--- config.mk ---
export PLATFORM = sky130hd
export DESIGN_NAME = hbus_addr_decode
export DESIGN_NICKNAME = d
export VERILOG_FILES = /design/src/rtl/hbus_pkg.sv /design/src/rtl/hbus_field_latch.sv /design/src/rtl/hbus_cs_decoder.sv /design/src/rtl/hbus_setup_gate.sv /design/src/rtl/hbus_ram_steer.sv /design/src/rtl/hbus_addr_decode.sv
export SDC_FILE = /design/constraint.sdc
export NUM_CORES = 1
export LEC_CHECK = 0
export BUFFER_PORTS_ARGS = -buffer_cell sky130_fd_sc_hd__buf_2
export CORE_MARGIN = 4
export CORE_UTILIZATION = 43
export CTS_BUF_LIST = sky130_fd_sc_hd__clkbuf_8
export DETAILED_ROUTE_END_ITERATION = 10
export PLACE_DENSITY = 0.87
export SLEW_MARGIN = 20
export SYNTH_ARGS = -nofsm -noshare
export SYNTH_HDL_FRONTEND = slang
export SYNTH_SLANG_ARGS = --single-unit
--- constraint.sdc ---
create_clock -name clk_i -period 2.15 [get_ports clk_i]
set_input_delay 0.1075 -clock clk_i [delete_from_list [all_inputs] [get_ports clk_i]]
set_output_delay 0.1075 -clock clk_i [all_outputs]
set_load 0.01 [all_outputs]
--- src/rtl/hbus_pkg.sv ---
package hbus_pkg;
  localparam int unsigned AD_W     = 16;
  localparam int unsigned FIELD_W  = 4;
  localparam int unsigned FE_LSB   = 6;
  localparam int unsigned PAGE_LSB = 12;
  typedef logic [FIELD_W-1:0] field_t;
endpackage

--- src/rtl/hbus_field_latch.sv ---
module hbus_field_latch #(
  parameter int unsigned W = 4
) (
  input  logic         clk_i,
  input  logic         rst_ni,
  input  logic         cap_i,
  input  logic [W-1:0] field_i,
  output logic [W-1:0] field_o
);
  logic [W-1:0] held_q;

  always_ff @(posedge clk_i or negedge rst_ni) begin
    if (!rst_ni)    held_q <= '1;
    else if (cap_i) held_q <= field_i;
  end

  // transparent during capture, held otherwise
  assign field_o = cap_i ? field_i : held_q;

  assert_hold_on_close_R2: assert property (@(posedge clk_i) disable iff (!rst_ni)
    $fell(cap_i) |-> field_o == $past(field_i));
  assert_no_capture_R3: assert property (@(posedge clk_i) disable iff (!rst_ni)
    !cap_i ##1 !cap_i |-> $stable(field_o));
endmodule

--- src/rtl/hbus_cs_decoder.sv ---
module hbus_cs_decoder #(
  parameter int unsigned W      = 4,
  parameter int unsigned NUM_FE = 15
) (
  input  logic [W-1:0]      code_i,
  input  logic              en_i,
  output logic [NUM_FE-1:0] cs_no
);
  localparam int unsigned NUM_CODES = 1 << W;
  localparam int unsigned FE_LIM = (NUM_FE < NUM_CODES) ? NUM_FE : NUM_CODES - 1;

  for (genvar g = 0; g < NUM_FE; g++) begin : g_cs
    if (g < FE_LIM) begin : g_live
      assign cs_no[g] = ~(en_i && (code_i == W'(g)));
    end else begin : g_dead
      assign cs_no[g] = 1'b1;
    end
  end
endmodule

--- src/rtl/hbus_setup_gate.sv ---
module hbus_setup_gate #(
  parameter int unsigned W        = 4,
  parameter logic [W-1:0] CFG_PAGE = '1
) (
  input  logic         clk_i,
  input  logic         rst_ni,
  input  logic         sel_ni,
  input  logic         wr_ni,
  input  logic [W-1:0] page_i,
  input  logic         data_i,
  output logic         setup_o,
  output logic         bus_en_o
);
  logic setup_q;
  logic cfg_wr;

  assign cfg_wr = !sel_ni && !wr_ni && (page_i == CFG_PAGE);

  always_ff @(posedge clk_i or negedge rst_ni) begin
    if (!rst_ni)     setup_q <= 1'b0;
    else if (cfg_wr) setup_q <= data_i;
  end

  assign setup_o  = setup_q;
  assign bus_en_o = setup_q && !sel_ni;

  assert_cfg_write_R9: assert property (@(posedge clk_i) disable iff (!rst_ni)
    (!sel_ni && !wr_ni && page_i == CFG_PAGE) |=> setup_o == $past(data_i));
  assert_other_page_R9: assert property (@(posedge clk_i) disable iff (!rst_ni)
    (page_i != CFG_PAGE) |=> $stable(setup_o));
endmodule

--- src/rtl/hbus_ram_steer.sv ---
module hbus_ram_steer #(
  parameter int unsigned W = 4
) (
  input  logic         sel_ni,
  input  logic         rd_ni,
  input  logic [W-1:0] host_i,
  input  logic [W-1:0] acc_i,
  output logic [W-1:0] addr_o
);
  always_comb begin
    if (!sel_ni && !rd_ni) addr_o = host_i;
    else                   addr_o = acc_i;
  end
endmodule

--- src/rtl/hbus_addr_decode.sv ---
module hbus_addr_decode
  import hbus_pkg::*;
#(
  parameter int unsigned NUM_FE        = 15,
  parameter logic [FIELD_W-1:0] CFG_PAGE = '1
) (
  input  logic               clk_i,
  input  logic               rst_ni,
  input  logic               ale_i,
  input  logic               sel_ni,
  input  logic               rd_ni,
  input  logic               wr_ni,
  input  logic [AD_W-1:0]    ad_i,
  input  logic [FIELD_W-1:0] acc_addr_i,
  output logic [NUM_FE-1:0]  fe_cs_no,
  output logic               fe_bus_en_o,
  output logic [FIELD_W-1:0] pha_page_o,
  output logic [FIELD_W-1:0] ram_hi_addr_o
);
  field_t fe_code;
  field_t page;
  logic   cap;
  logic   setup;
  logic   unused_ad;

  assign cap       = ale_i && !sel_ni;
  assign unused_ad = ^ad_i;

  hbus_field_latch #(.W(FIELD_W)) u_fe_lat (
    .clk_i, .rst_ni, .cap_i(cap),
    .field_i(ad_i[FE_LSB +: FIELD_W]), .field_o(fe_code)
  );

  hbus_field_latch #(.W(FIELD_W)) u_page_lat (
    .clk_i, .rst_ni, .cap_i(cap),
    .field_i(ad_i[PAGE_LSB +: FIELD_W]), .field_o(page)
  );

  hbus_setup_gate #(.W(FIELD_W), .CFG_PAGE(CFG_PAGE)) u_gate (
    .clk_i, .rst_ni, .sel_ni, .wr_ni,
    .page_i(page), .data_i(ad_i[0]),
    .setup_o(setup), .bus_en_o(fe_bus_en_o)
  );

  hbus_cs_decoder #(.W(FIELD_W), .NUM_FE(NUM_FE)) u_dec (
    .code_i(fe_code), .en_i(fe_bus_en_o), .cs_no(fe_cs_no)
  );

  hbus_ram_steer #(.W(FIELD_W)) u_steer (
    .sel_ni, .rd_ni, .host_i(page), .acc_i(acc_addr_i), .addr_o(ram_hi_addr_o)
  );

  assign pha_page_o = page;

  assert_one_select_R5: assert property (@(posedge clk_i) disable iff (!rst_ni)
    $onehot0(~fe_cs_no));
  assert_reserved_code_R6: assert property (@(posedge clk_i) disable iff (!rst_ni)
    (fe_code == '1) |-> &fe_cs_no);
  assert_deselected_R7: assert property (@(posedge clk_i) disable iff (!rst_ni)
    sel_ni |-> &fe_cs_no);
  assert_setup_gate_R8: assert property (@(posedge clk_i) disable iff (!rst_ni)
    !setup |-> (&fe_cs_no && !fe_bus_en_o));
  assert_acc_owner_R10: assert property (@(posedge clk_i) disable iff (!rst_ni)
    (sel_ni || rd_ni) |-> ram_hi_addr_o == acc_addr_i);
  assert_host_owner_R10: assert property (@(posedge clk_i) disable iff (!rst_ni)
    (!sel_ni && !rd_ni) |-> ram_hi_addr_o == pha_page_o);
endmodule

Word-level counts from Yosys, hierarchy flattened
Cells that the tools add are included.
{"block": "op_classes", "n_eq_ne": 15, "n_mux": 3, "bitwise_logic": 15, "n_reduce_logical": 24}
{"op": "$eq A4 B4 Y1 const B", "count": 8}
{"op": "$logic_and A1 B1 Y1", "count": 20}
{"op": "$eq A4 B3 Y1 const B", "count": 4}
{"op": "$not A1 Y1", "count": 15}
{"op": "$mux W4", "count": 3}
{"op": "$eq A4 B2 Y1 const B", "count": 2}
{"op": "$eq A4 B1 Y1 const B", "count": 1}
{"op": "$logic_not A4 Y1", "count": 1}
{"op": "$logic_not A1 Y1", "count": 3}
{"block": "totals", "regBits": 9, "in_bits": 26}

Longest topological paths before layout
Gate-level depths: netlist of the first run.
{"block": "logic_depth", "ltp_word": 6, "depth_mapped": 6, "mapped_depth_nobuf": 5}

Hierarchy
From an unflattened synthesis of the first run, not the netlist that was laid out.
{"block": "hier_totals", "cells_unflattened": 51, "area_unflattened_um2": 603.1}
{"module": "hbus_field_latch", "n_inst": 2, "cells_per_inst": 8, "area_each_um2": 150.1, "seq_area_each_um2": 105.1}
{"module": "hbus_cs_decoder", "n_inst": 1, "cells_per_inst": 24, "area_each_um2": 153.9, "seq_area_each_um2": 0.0}
{"module": "hbus_ram_steer", "n_inst": 1, "cells_per_inst": 5, "area_each_um2": 71.3, "seq_area_each_um2": 0.0}
{"module": "hbus_setup_gate", "n_inst": 1, "cells_per_inst": 5, "area_each_um2": 63.8, "seq_area_each_um2": 25.0}
{"module": "hbus_addr_decode", "n_inst": 1, "cells_per_inst": 1, "area_each_um2": 13.8, "seq_area_each_um2": 0.0}

Worst setup path after synthesis of the first run
Ideal clock, no wire load.
{"block": "synth_path", "kind": "reg-to-reg", "from": "register u_page_lat.held_q[2]", "to": "register u_gate.setup_q (netlist: u_gate.setup_o)", "arrival_ns": 1.331, "required_ns": 2.022, "slack_ns": 0.692, "path_stages_with_launch": 5, "path_buffers": 0, "cell_sequence": "dfstp_2 -> mux2i_1 -> or3_1 -> nor4_2 -> mux2_1"}
{"block": "synth_via", "elab_chain_cells": 3}
{"item": "start: declaration", "line": "hbus_field_latch.sv:10", "text": "logic [W-1:0] held_q;"}
{"item": "start signal: assignment", "line": "hbus_field_latch.sv:14", "text": "else if (cap_i) held_q <= field_i;"}
{"item": "$mux W4"}
{"item": "$eq A4 B4 Y1", "line": "hbus_setup_gate.sv:17", "text": "assign cfg_wr = !sel_ni && !wr_ni && (page_i == CFG_PAGE);"}
{"item": "$logic_and A1 B1 Y1", "line": "hbus_setup_gate.sv:17"}
{"item": "end signal: assignment", "line": "hbus_setup_gate.sv:21", "text": "else if (cfg_wr) setup_q <= data_i;"}
{"item": "end: declaration", "line": "hbus_setup_gate.sv:14", "text": "logic setup_q;"}
No other way between the ends.
A chain may end at the register's enable or synchronous reset.

Worst setup path after layout of the first run
{"block": "layout_path", "from": "register u_fe_lat.held_q[2]", "to": "output port fe_cs_no[7]"}
{"block": "layout_via", "elab_chain_cells": 4}
{"item": "start: declaration", "line": "hbus_field_latch.sv:10"}
{"item": "start signal: assignment", "line": "hbus_field_latch.sv:14"}
{"item": "$mux W4"}
{"item": "$eq A4 B3 Y1", "line": "hbus_cs_decoder.sv:14", "text": "assign cs_no[g] = ~(en_i && (code_i == W'(g)));"}
{"item": "$logic_and A1 B1 Y1", "line": "hbus_cs_decoder.sv:14"}
{"item": "$not A1 Y1", "line": "hbus_cs_decoder.sv:14"}
{"item": "end: declaration", "line": "hbus_addr_decode.sv:15", "text": "output logic [NUM_FE-1:0] fe_cs_no,"}
No other way between the ends.

==> results of run 1 <==
-- where the power goes --
group / switching [mW] / total (mW) / internal [mW]
sequential: 0.0158 / 0.231 / 0.215
clock: 0.0627 / 0.187 / 0.124
combinational: 0.0913 / 0.166 / 0.0750
-- area by class of cell --
type / instances / area [sq um]
Sequential cell: 9 / 235
Fill cell: 122 / 438
Multi-Input combinational cell: 56 / 354
Clock buffer: 3 / 41.3
Inverter: 4 / 15.0
Tap cell: 15 / 18.8
Clock inverter: 1 / 3.75
Timing Repair Buffer: 44 / 228
-- metal layers --
layer	vias up	GRT usage [%]	wire [um]	share of wire [%]
li1	330	-	-	-
met1	264	19.3	609	42
met2	37	23.4	601	42
met3	4	3.13	197	14
met4	0	11.9	28	1.9
met5	-	0	0	0
-- repair_timing --
item,CTS,global route
hold endpoints to repair,9,0
buffers inserted,0,0
resized for setup,0,0
hold buffers,1,0
-- state kept, by name, summed over array words and instances (netlist names) --
| register | cells |
|---|---|
| u_page_lat.held_q | 4 |
| u_gate.setup_o | 1 |
| u_fe_lat.held_q | 4 |
-- per-stage QoR --
| stage | util (%) | hold slack (ns) |
|---|---|---|
| global placement | 63.0 | -0.0336 |
| floorplan | - | -0.188 |
| CTS | 67.2 | 0.109 |
| detailed placement | 63.0 | -0.0306 |
| finish | 67.2 | 0.114 |
| global route | 67.2 | 0.127 |
-- synthesized netlist by cell type, drive strengths merged --
master	number
nand2	19
inv	4
dfstp	8
nand3b	2
mux2i	6
a211o	1
nor4	1
clkbuf	1
nand3	1
and2b	1
nor2	5
mux2	6
nand4b	1
o31ai	1
o21ai	5
or3	1
a21oi	1
or2	1
dfrtp	1
buf	2
nand2b	4
-- worst paths after layout --
check | slack (ns) | cells past startpoint | end | start
hold / removal | 0.11 | 2 | u_gate.setup_o$_DFFE_PN0P_ | ad_i[0]
setup reg to reg | 0.62 | 4 | u_gate.setup_o$_DFFE_PN0P_ | u_page_lat.held_q[2]$_DFF_PN1_
min in group asynchronous | 0.25 | 2 | u_gate.setup_o$_DFFE_PN0P_ | rst_ni
setup / recovery | 0.61 | 4 | fe_cs_no[7] | u_fe_lat.held_q[2]$_DFF_PN1_
hold reg to reg | 0.50 | 1 | u_gate.setup_o$_DFFE_PN0P_ | u_gate.setup_o$_DFFE_PN0P_
max in group asynchronous | 1.66 | 2 | u_fe_lat.held_q[3]$_DFF_PN1_ | rst_ni
-- logic make-up (layout without fill, tap and decap cells) --
kind of cell,count (synthesis),in the layout
buffers and inverters,7,52
DFF,9,9
muxes,12,12
AOI/OAI and AO/OA,8,8
and+or+nand+nor,36,36
==> results by group, run 1 <==
Status
  • Status: completed

Drt
  • Vias: between 600 and 700
  • DRC Markers: 0
  • Drt pass-1 iters: 4
  • First DRT Iteration DRCs: 8
  • DR vias/cell: 4.81
  • Final Routed Wirelength: around 1400 um
  • Drt wl/cell: approximately 11 um
  • Final ANT Viol Nets: 0

CTS
  • Clock Latency Late Sink: 0.23 ns
  • Clock buffer depth: 2
  • CTS H-tree lvls: 1
  • CTS Buf Count: 3
  • Clock root buffer: clkbuf_8
  • Clock sink total: 9
  • TritonCTS clock tree: built
  • CTS clk-pin slew, worst paths: 0.04 ns

Global route
  • First-pass GRT wire length: 2320 um
  • GR Util All Layers: roughly 16%
  • GRT overflow: 0
  • Initial antenna violation count: 0
  • Pin count of the biggest net entering global routing: 11
  • Vias in the first global route: ~560

Critical path
  • Critical-path top delay cell: dfstp_2
  • Data arrival, critical path: 1.43 ns
  • WP buf/inv: 1
  • Largest stage delay, worst path: 0.52 ns
  • Kind of critical path: reg -> out
  • Critical Path Start Type: flop
  • Worst Setup End Kind: primary output
  • Cell family with most CP delay: flip-flops
  • Worst Path Max Fanout: 3
  • CP required: 2.04 ns
  • Cells along the critical path: mux2i_1 > nand2b_1 > a211o_1 > buf_2

Timing
  • Tmin final: approximately 1.5 ns
  • Relative slew slack: about two thirds
  • Hold Vio Cnt, Final: 0
  • RSZ-0062 raised after global routing: no
  • Clk_skew: between 0.001 and 0.0015 ns
  • Worst Max-Slew Pin Slew: approximately 0.47 ns
  • Final Max Slew Viols: 0
  • Worst setup margin: roughly 0.6 ns
  • Final Setup Violations: 0
  • Final Cycle Share: slightly above 70%
  • Final TNS setup: 0 ns
  • Max Freq: 0.650 GHz

Placement
  • Placed Cells: ~130
  • Dpl hpwl: between 1000 and 1500 um
  • Setup WS pre-CTS: between 0.6 and 0.7 ns
  • GPL Wtd Cong: ~0.69
  • Placement Cell Area: around 840 sq um
  • PortBufs: between 40 and 50

Yosys
  • Compound-gate portion of the synthesized area: between 7 and 8%
  • Synthesized area: around 620 sq um
  • Largest family of logic cells by synthesized area: simple AND/OR/NAND/NOR gates
  • Distinct cells, synth: 25
  • Syn_area_per_cell: 8.67 sq um
  • Synth top area cells: dfstp_2, nand2_1, mux2_2
  • Yosys top cell by area: dfstp_2
  • Synthesized flop and latch total: 9
  • Synth Area in Adders: 0%
  • Synth Area in Simple Gates: between 20 and 30%
  • Synth top area share: 33.7%
  • Syn nets: 98
  • XOR/XNOR share of the synthesized area: 0%
  • Yosys warning count: 0
  • Syn Inst Count: 72
  • Seq/Total Area, Yosys: a little under two fifths
  • Mux contribution to synthesized area: around a fifth

Cells and area
  • Commonest cells after routing, fill and taps aside: buf_2, nand2_1, dfstp_2
  • Fraction of layout cells with a size suffix above 1: a little over half
  • Layout area overhead: 43.5%
  • Layout Cells excl Fill: approximately 130
  • # nets final: 144
  • Finished Cell Area: between 800 and 900 sq um
  • Commonest non-fill, non-tap cell in the layout: buf_2
  • Diode count: 0

Floorplan
  • Starting Density: between 40% and 50%
  • Chip height: 46.1 um
  • Site row count: 13
  • # IOs: 50
  • Die extent in x: approximately 46 um
  • Die area: roughly 0.0021 sq mm
  • Core Footprint: approximately 0.0013 sq mm

Pwr
  • Power consumption: 0.584 mW
  • Worst vdd rail ir drop: ~0.42 mV
  • Power per cell area: 652 mW/mm^2
  • Leak: approximately 0.42 nW

Job
  • Max Cap Violations: 0

Hold path
  • Worst hold path type: in -> reg
Note: power is estimated with default switching activity, not from simulation.
==> run 2, diff against run 1 <==
--- a/config.mk
+++ b/config.mk
@@ -5,12 +5,13 @@
 export SDC_FILE = /design/constraint.sdc
 export NUM_CORES = 1
 export LEC_CHECK = 0
+export ABC_AREA = 1
 export BUFFER_PORTS_ARGS = -buffer_cell sky130_fd_sc_hd__buf_2
 export CORE_MARGIN = 4
-export CORE_UTILIZATION = 43
+export CORE_UTILIZATION = 37
 export CTS_BUF_LIST = sky130_fd_sc_hd__clkbuf_8
 export DETAILED_ROUTE_END_ITERATION = 10
-export PLACE_DENSITY = 0.87
+export PLACE_DENSITY = 0.78
 export SLEW_MARGIN = 20
 export SYNTH_ARGS = -nofsm -noshare
 export SYNTH_HDL_FRONTEND = slang
==> constraint.sdc (replaced) <==
create_clock -name clk_i -period 1.4 [get_ports clk_i]
set_input_delay 0.07 -clock clk_i [delete_from_list [all_inputs] [get_ports clk_i]]
set_output_delay 0.07 -clock clk_i [all_outputs]
set_load 0.01 [all_outputs]
==> run 2 against run 1 <==
The run now ends with setup timing left. Design area is 12% higher. Clock-buffer cell count is the same. Flip-flop and latch count stayed put. Hold slack got worse by 0.047 ns. Critical endpoint is now fe_cs_no[3].
==> results by group, run 2 <==
Timing
  • Final Cycle Share: 102%
  • Max Freq: ~0.7 GHz
  • Worst Max-Slew Pin Slew: 0.260 ns (-0.206 ns)
  • Final Max Slew Viols: 0 (unchanged)
  • RSZ-0062 raised after global routing: yes
  • Tmin final: 1.43 ns
  • Clk_skew: 0.00187 ns (+0.000560 ns)
  • Hold Vio Cnt, Final: 0 (unchanged)
  • Worst setup margin: -0.0325 ns (-0.645 ns)
  • Final TNS setup: -0.177 ns (-0.177 ns)
  • Relative slew slack: 82.6% (+14 points)
  • Final Setup Violations: 14 (+14)

Yosys
  • Seq/Total Area, Yosys: 34.9% (-2.8 points)
  • EDFF count, synth: 0 (unchanged)
  • Syn Inst Count: 98 (+36%)
  • Syn_area_per_cell: 6.88 sq um (-21%)
  • Distinct cells, synth: 18 (-28%)
  • Most numerous cell in the Yosys netlist: nand2_1
  • Syn nets: 124 (+27%)
  • Synth top area cells: dfstp_2, nand2_1, inv_1
  • Yosys top cell by area: dfstp_2
  • Ys async rst share: 100% (unchanged)
  • Top_reg_cell synth: dfstp_2
  • Synthesized flop and latch total: 9 (unchanged)
  • Synth top area share: 31.2% (-2.5 points)
  • Synthesized area: 674 sq um (+8.0%)
  • Yosys warning count: 0 (unchanged)
  • Most common library cells after synthesis: nand2_1, inv_1, dfstp_2

Critical path
  • WP buf/inv: 2 (+1)
  • Critical-path top delay cell: dfstp_2
  • Cells along the critical path: nand2_1 > o21ai_2 > inv_2 > nand2_1 > nor2_2 > nand2_1 > buf_2
  • Data arrival, critical path: 1.36 ns (-0.07 ns)
  • Largest stage delay, worst path: 0.51 ns (about the same)
  • Worst Path Max Fanout: 4 (+1)
  • CP required: 1.33 ns (-0.71 ns)
  • Worst Setup End Kind: primary output
  • CP dominant cell by count: nand2_1
  • Kind of critical path: reg -> out
  • Cell family with most CP delay: flip-flops
  • Critical Path Start Type: flop

CTS
  • Clock root buffer: clkbuf_8
  • CTS clk-pin slew, worst paths: 0.05 ns (about the same)
  • TritonCTS clock tree: built
  • CTS Buf Count: 3 (unchanged)
  • CTS H-tree lvls: 1 (unchanged)
  • Clock Latency Late Sink: 0.23 ns (about the same)
  • Clock buffer depth: 2 (unchanged)
  • Clock sink total: 9 (unchanged)

Pwr
  • Power per cell area: 922 mW/mm^2 (+41%)
  • Worst vdd rail ir drop: 0.612 mV (+44%)
  • Leak: 0.519 nW (+23%)

Cells and area
  • Fraction of layout cells with a size suffix above 1: 51.4% (-2.5 points)
  • Fillers: 176 (+44%)
  • Multi-input gate area: 383 sq um (+8.1%)
  • # nets final: 173 (+20%)
  • Layout area overhead: 48.6%
  • Commonest non-fill, non-tap cell in the layout: buf_2
  • Finished Cell Area: 0.00100 sq mm (+12%)
  • Register Area: 235 sq um (unchanged)
  • Diode count: 0 (unchanged)
  • Commonest cells after routing, fill and taps aside: buf_2, nand2_1, inv_1
  • Layout Cells excl Fill: 171 (+30%)

Global route
  • Initial antenna violation count: 0 (unchanged)
  • Pin count of the biggest net entering global routing: 15 (+4)
  • First-pass GRT wire length: 3110 um (+34%)
  • GR Util All Layers: 15.7% (+0.11 points)
  • GRT overflow: 0 (unchanged)
  • Vias in the first global route: 756 (+34%)

Status
  • Status: finished, violations left
  • Failing checks: setup timing

Floorplan
  • Site row count: 15 (+2)
  • Die area: 0.00257 sq mm (+21%)
  • # IOs: 50 (unchanged)
  • Core Footprint: 0.00173 sq mm (+29%)
  • Die extent in x: 50.7 um (+10%)
  • Starting Density: 39.1% (-7.8 points)
  • Chip height: 50.7 um (+10%)

Hold path
  • Worst hold path type: in -> reg

Placement
  • PortBufs: 42 (unchanged)
  • Placed Cells: 165 (+30%)
  • GPL Wtd Cong: 0.736 (+6.4%)
  • Dpl hpwl: 1480 um (+21%)
  • Placement Cell Area: 912 sq um (+8.5%)

Drt
  • Final ANT Viol Nets: 0 (unchanged)
  • Vias: 771 (+21%)
  • DRC Markers: 0 (unchanged)
  • Final Routed Wirelength: 1820 um (+27%)
  • DR vias/cell: 4.51 (-6.3%)
  • Drt pass-1 iters: 4 (unchanged)
  • Drt wl/cell: 10.6 um (-2.2%)
  • First DRT Iteration DRCs: 6 (-2)

Job
  • Max Cap Violations: 0 (unchanged)
run 2: area by class of cell:
| type | count | area share, % |
|---|---|---|
| Multi-Input combinational cell | 70 | 38.2 |
| Sequential cell | 9 | 23.5 |
| Timing Repair Buffer | 45 | 23.5 |
| Inverter | 18 | 7.24 |
| Clock buffer | 3 | 4.12 |
| Tap cell | 25 | 3.12 |
| Clock inverter | 1 | 0.375 |
run 2: cells by family (layout without fill, tap and decap cells):
kind of cell	after synthesis	count (layout)	synth area share (%)
flops	9	9	34.9
compound gates	8	8	10.4
buf+inv	19	67	12.4
simple gates	62	62	42.3
run 2: final timing paths:
path,to,cells after the start,slack (ns),start
min in group asynchronous,u_gate.setup_o$_DFFE_PN0P_,2,0.22,rst_ni
hold reg to reg,u_gate.setup_o$_DFFE_PN0P_,2,0.47,u_gate.setup_o$_DFFE_PN0P_
setup / recovery,fe_cs_no[3],7,-0.03,u_fe_lat.held_q[3]$_DFF_PN1_
setup reg to reg,u_gate.setup_o$_DFFE_PN0P_,7,0.29,u_page_lat.held_q[1]$_DFF_PN1_
hold / removal,u_gate.setup_o$_DFFE_PN0P_,3,0.07,ad_i[0]
max in group asynchronous,u_page_lat.held_q[1]$_DFF_PN1_,2,0.94,rst_ni
run 2: repair_timing:
action                     4_1_cts  5_1_grt
pin swaps                        0        1
buffers inserted                 0        1
hold buffers                     1        0
setup endpoints to repair       13       16
hold endpoints to repair         9        0
resized for setup                4        4
run 2: where the power goes:
part	internal (mW)	switching, mW
Combinational	0.109	0.190
Clock	0.191	0.104
Sequential	0.317	0.0133
run 2: stage by stage:
step | worst slack (ns) | hold WS [ns] | total power [mW] | util [%]
finish | -0.0325 | 0.0668 | 0.924 | 58.0
global route | -0.163 | 0.0760 | 1.00 | 58.0
CTS | -0.0282 | 0.0677 | 0.922 | 57.0
detailed placement | 0.135 | -0.0683 | 0.607 | 52.8
global placement | 0.178 | -0.0755 | 0.597 | 52.8
floorplan | 0.299 | -0.226 | 0.512 | -
run 2: worst register-to-register path, stage by stage, from the launching register on:
cell and delay, ns:
dfstp_2 0.51, inv_1 0.03, nand2_1 0.05, nand2_1 0.07, nor2_1 0.14, nand3_1 0.09
nand2_1 0.06, nand2_1 0.04
run 2: per-layer routing:
| layer | vias up | wire length [um] | GRT usage [%] |
|---|---|---|---|
| li1 | 396 | - | - |
| met1 | 354 | 652 | 16.0 |
| met2 | 14 | 1070 | 28.7 |
| met3 | 7 | 63 | 5.64 |
| met4 | 0 | 31 | 6.28 |
| met5 | - | 0 | 0 |
==> run 3, diff against run 2 <==
--- a/config.mk
+++ b/config.mk
@@ -7,11 +7,13 @@
 export LEC_CHECK = 0
 export ABC_AREA = 1
 export BUFFER_PORTS_ARGS = -buffer_cell sky130_fd_sc_hd__buf_2
+export CELL_PAD_IN_SITES_DETAIL_PLACEMENT = 2
+export CELL_PAD_IN_SITES_GLOBAL_PLACEMENT = 2
 export CORE_MARGIN = 4
-export CORE_UTILIZATION = 37
+export CORE_UTILIZATION = 19
 export CTS_BUF_LIST = sky130_fd_sc_hd__clkbuf_8
 export DETAILED_ROUTE_END_ITERATION = 10
-export PLACE_DENSITY = 0.78
+export PLACE_DENSITY_LB_ADDON = 0.1
 export SLEW_MARGIN = 20
 export SYNTH_ARGS = -nofsm -noshare
 export SYNTH_HDL_FRONTEND = slang
==> constraint.sdc (replaced) <==
create_clock -name clk_i -period 1.47 [get_ports clk_i]
set_input_delay 0.0735 -clock clk_i [delete_from_list [all_inputs] [get_ports clk_i]]
set_output_delay 0.0735 -clock clk_i [all_outputs]
set_load 0.01 [all_outputs]
==> run 3 against run 2 <==
Setup slack gained 0.034 ns. Sequential power decreased by 5%. Design area increased by 4.9%. The flow now finishes without violations. Register-to-register slack barely moved. Clock-buffer cell count unchanged. Core utilization down 27 points. Flip-flop and latch count unchanged. Final cell count is 13% higher.
==> results by group, run 3 (synthesized netlist as in run 2, its figures left out) <==
Drt
  • Top layer in use: met4
  • Final Routed Wirelength: 2420 um (+33%)
  • First DRT Iteration DRCs: 10 (+4)
  • Met2 wire length: 1170 um (+9.3%)
  • Met3 routed WL: 170 um (+170%)
  • Drt wl/cell: 12.5 um (+17%)
  • Final ANT Viol Nets: 0 (unchanged)
  • Met1 WL: 1050 um (+61%)
  • DRC Markers: 0 (unchanged)
  • DR vias/cell: 4.10 (-9.1%)
  • Drt pass-1 iters: 3 (-1)
  • Vias: 795 (+3.1%)

CTS
  • Clock sink total: 9 (unchanged)
  • Clock Latency Late Sink: 0.24 ns (about the same)
  • CTS Buf Count: 3 (unchanged)
  • Clock root buffer: clkbuf_8
  • CTS clk-pin slew, worst paths: 0.05 ns (about the same)
  • CTS H-tree lvls: 1 (unchanged)
  • Clock buffer depth: 2 (unchanged)
  • TritonCTS clock tree: built

Placement
  • Placed Cells: 188 (+14%)
  • GPL Wtd Cong: 0.664 (-9.9%)
  • PortBufs: 42 (unchanged)
  • Dpl hpwl: 2030 um (+37%)

Critical path
  • Largest stage delay, worst path: 0.53 ns (+0.02 ns)
  • Worst Setup End Kind: primary output
  • Critical Path Start Type: flop
  • Worst Path Max Fanout: 3 (-1)
  • Cells along the critical path: inv_2 > nand2_2 > o21ai_2 > nor3_2 > nand2_1 > buf_2
  • CP required: 1.40 ns (+0.07 ns)
  • Data arrival, critical path: 1.40 ns (+0.04 ns)
  • Kind of critical path: reg -> out
  • Critical-path top delay cell: dfstp_2

Hold path
  • Worst hold path type: in -> reg

Cells and area
  • Fillers: 419 (+140%)
  • Commonest non-fill, non-tap cell in the layout: buf_2
  • Register Area: 235 sq um (unchanged)
  • Layout Cells excl Fill: 194 (+13%)
  • Fraction of layout cells with a size suffix above 1: 55.4% (+4.0 points)
  • Multi-input gate area: 389 sq um (+1.6%)
  • # nets final: 175 (+1.2%)
  • Diode count: 0 (unchanged)
  • Layout area overhead: 55.8%
  • Commonest cells after routing, fill and taps aside: buf_2, nand2_1, inv_1

Timing
  • RSZ-0062 raised after global routing: yes
  • Worst Max-Slew Pin Slew: 0.261 ns (+0.000304 ns)
  • Final Max Slew Viols: 0 (unchanged)
  • Relative slew slack: 82.6% (-0.084 points)
  • Hold Vio Cnt, Final: 0 (unchanged)
  • Max Freq: ~0.7 GHz
  • Worst hold margin: 0.0775 ns (+0.0107 ns)
  • Tmin final: ~1.5 ns
  • Clk_skew: 0.00853 ns (+0.00666 ns)
  • Final Setup Violations: 0 (-14)
  • Final Cycle Share: roughly 100%

Global route
  • Vias in the first global route: 869 (+15%)
  • Pin count of the biggest net entering global routing: 12 (-3)
  • GR Util All Layers: 11.3% (-4.4 points)
  • Initial antenna violation count: 0 (unchanged)
  • First-pass GRT wire length: 3910 um (+26%)
  • GRT overflow: 0 (unchanged)

Pwr
  • Leak: 0.523 nW (+0.72%)
  • Worst vdd rail ir drop: 0.248 mV (-60%)
  • Clock share of power: 32.2% (+0.3 points)
  • Part of the power in registers: 34.4% (-1.3 points)
  • Combinational fraction of design power: 33.4% (+1.1 points)
  • Cell Int Power: 0.598 mW (-3.0%)
  • Sw Pwr: 0.316 mW (+2.9%)
  • Power per cell area: 870 mW/mm^2 (-5.6%)
  • Switching Fraction: 34.6% (+1.3 points)

Job
  • Max Cap Violations: 0 (unchanged)

Floorplan
  • Die extent in x: 67.6 um (+33%)
  • # IOs: 50 (unchanged)
  • Starting Density: 19.9% (-19 points)
  • Chip height: 67.6 um (+33%)
  • Core Footprint: 0.00339 sq mm (+96%)
  • Die area: 0.00457 sq mm (+78%)
  • Site row count: 21 (+6)

Status
  • Status: completed
-- run 3: cell types whose count changed in the layout (fill, tap and decap cells not counted) --
cell and change:
nor2_4 +1, nand2_2 +3, inv_2 +1, nand2_1 -3, nor3_4 -1, buf_4 +2, nor2_2 -1, inv_1 -2
nor3_2 +1, clkinv_2 +1
-- run 3: power by group through the flow --
stage	Clock (mW)	Combinational, mW	Sequential [mW]
after global placement	0	0.272	0.316
after global routing	0.321	0.347	0.318
after detailed placement	0	0.282	0.317
after CTS	0.307	0.297	0.314
after floorplan	0	0.175	0.313
final	0.294	0.305	0.315
-- run 3: worst paths after layout --
check | from | to | cells after the start | slack, ns
worst max register to register | u_page_lat.held_q[1]$_DFF_PN1_ | u_gate.setup_o$_DFFE_PN0P_ | 7 | 0.30
min in group asynchronous | rst_ni | u_gate.setup_o$_DFFE_PN0P_ | 2 | 0.24
worst min-delay path | ad_i[0] | u_gate.setup_o$_DFFE_PN0P_ | 3 | 0.08
max in group asynchronous | rst_ni | u_fe_lat.held_q[1]$_DFF_PN1_ | 2 | 0.96
worst min register to register | u_gate.setup_o$_DFFE_PN0P_ | u_gate.setup_o$_DFFE_PN0P_ | 2 | 0.48
worst max-delay path | u_fe_lat.held_q[2]$_DFF_PN1_ | fe_cs_no[12] | 6 | 0.001
-- run 3: worst max-delay path, delay by kind of cell (launching register included) --
family          cells  cell delay (ns)
compound gates      1             0.08
buf+inv             2             0.19
flops               1             0.53
simple gates        3             0.36
-- run 3: cell type report --
type	instances	share of cell area (%)
Clock buffer	3	3.93
Clock inverter	1	0.476
Inverter	18	6.90
Multi-Input combinational cell	70	37.0
Sequential cell	9	22.4
Tap cell	46	5.48
Timing Repair Buffer	47	23.8
-- run 3: routing by layer --
metal / GRT usage, % / vias to the layer above
li1: - / 395
met4: 5.32 / 0
met3: 1.66 / 2
met2: 20.2 / 31
met5: 0 / -
met1: 13.1 / 367
-- run 3: per-stage QoR --
step / util [%] / worst slack, ns / setup TNS, ns / power, mW / area [sq um]
after floorplan: - / 0.365 / 0 / 0.488 / 674
after global placement: 28.1 / 0.175 / 0 / 0.587 / 953
after detailed placement: 28.1 / 0.154 / 0 / 0.599 / 953
after CTS: 30.3 / -0.0207 / -0.0815 / 0.919 / 1030
after global routing: 31.0 / -0.0999 / -0.784 / 0.987 / 1050
final: 31.0 / 0.00125 / 0 / 0.914 / 1050
-- run 3: timing repair --
item	4_1_cts	5_1_grt
setup buffers	0	1
endpoints found under the setup margin	14	16
gates resized for setup	6	6
pin swaps	0	5
hold endpoints to repair	9	0
hold buffers	1	0
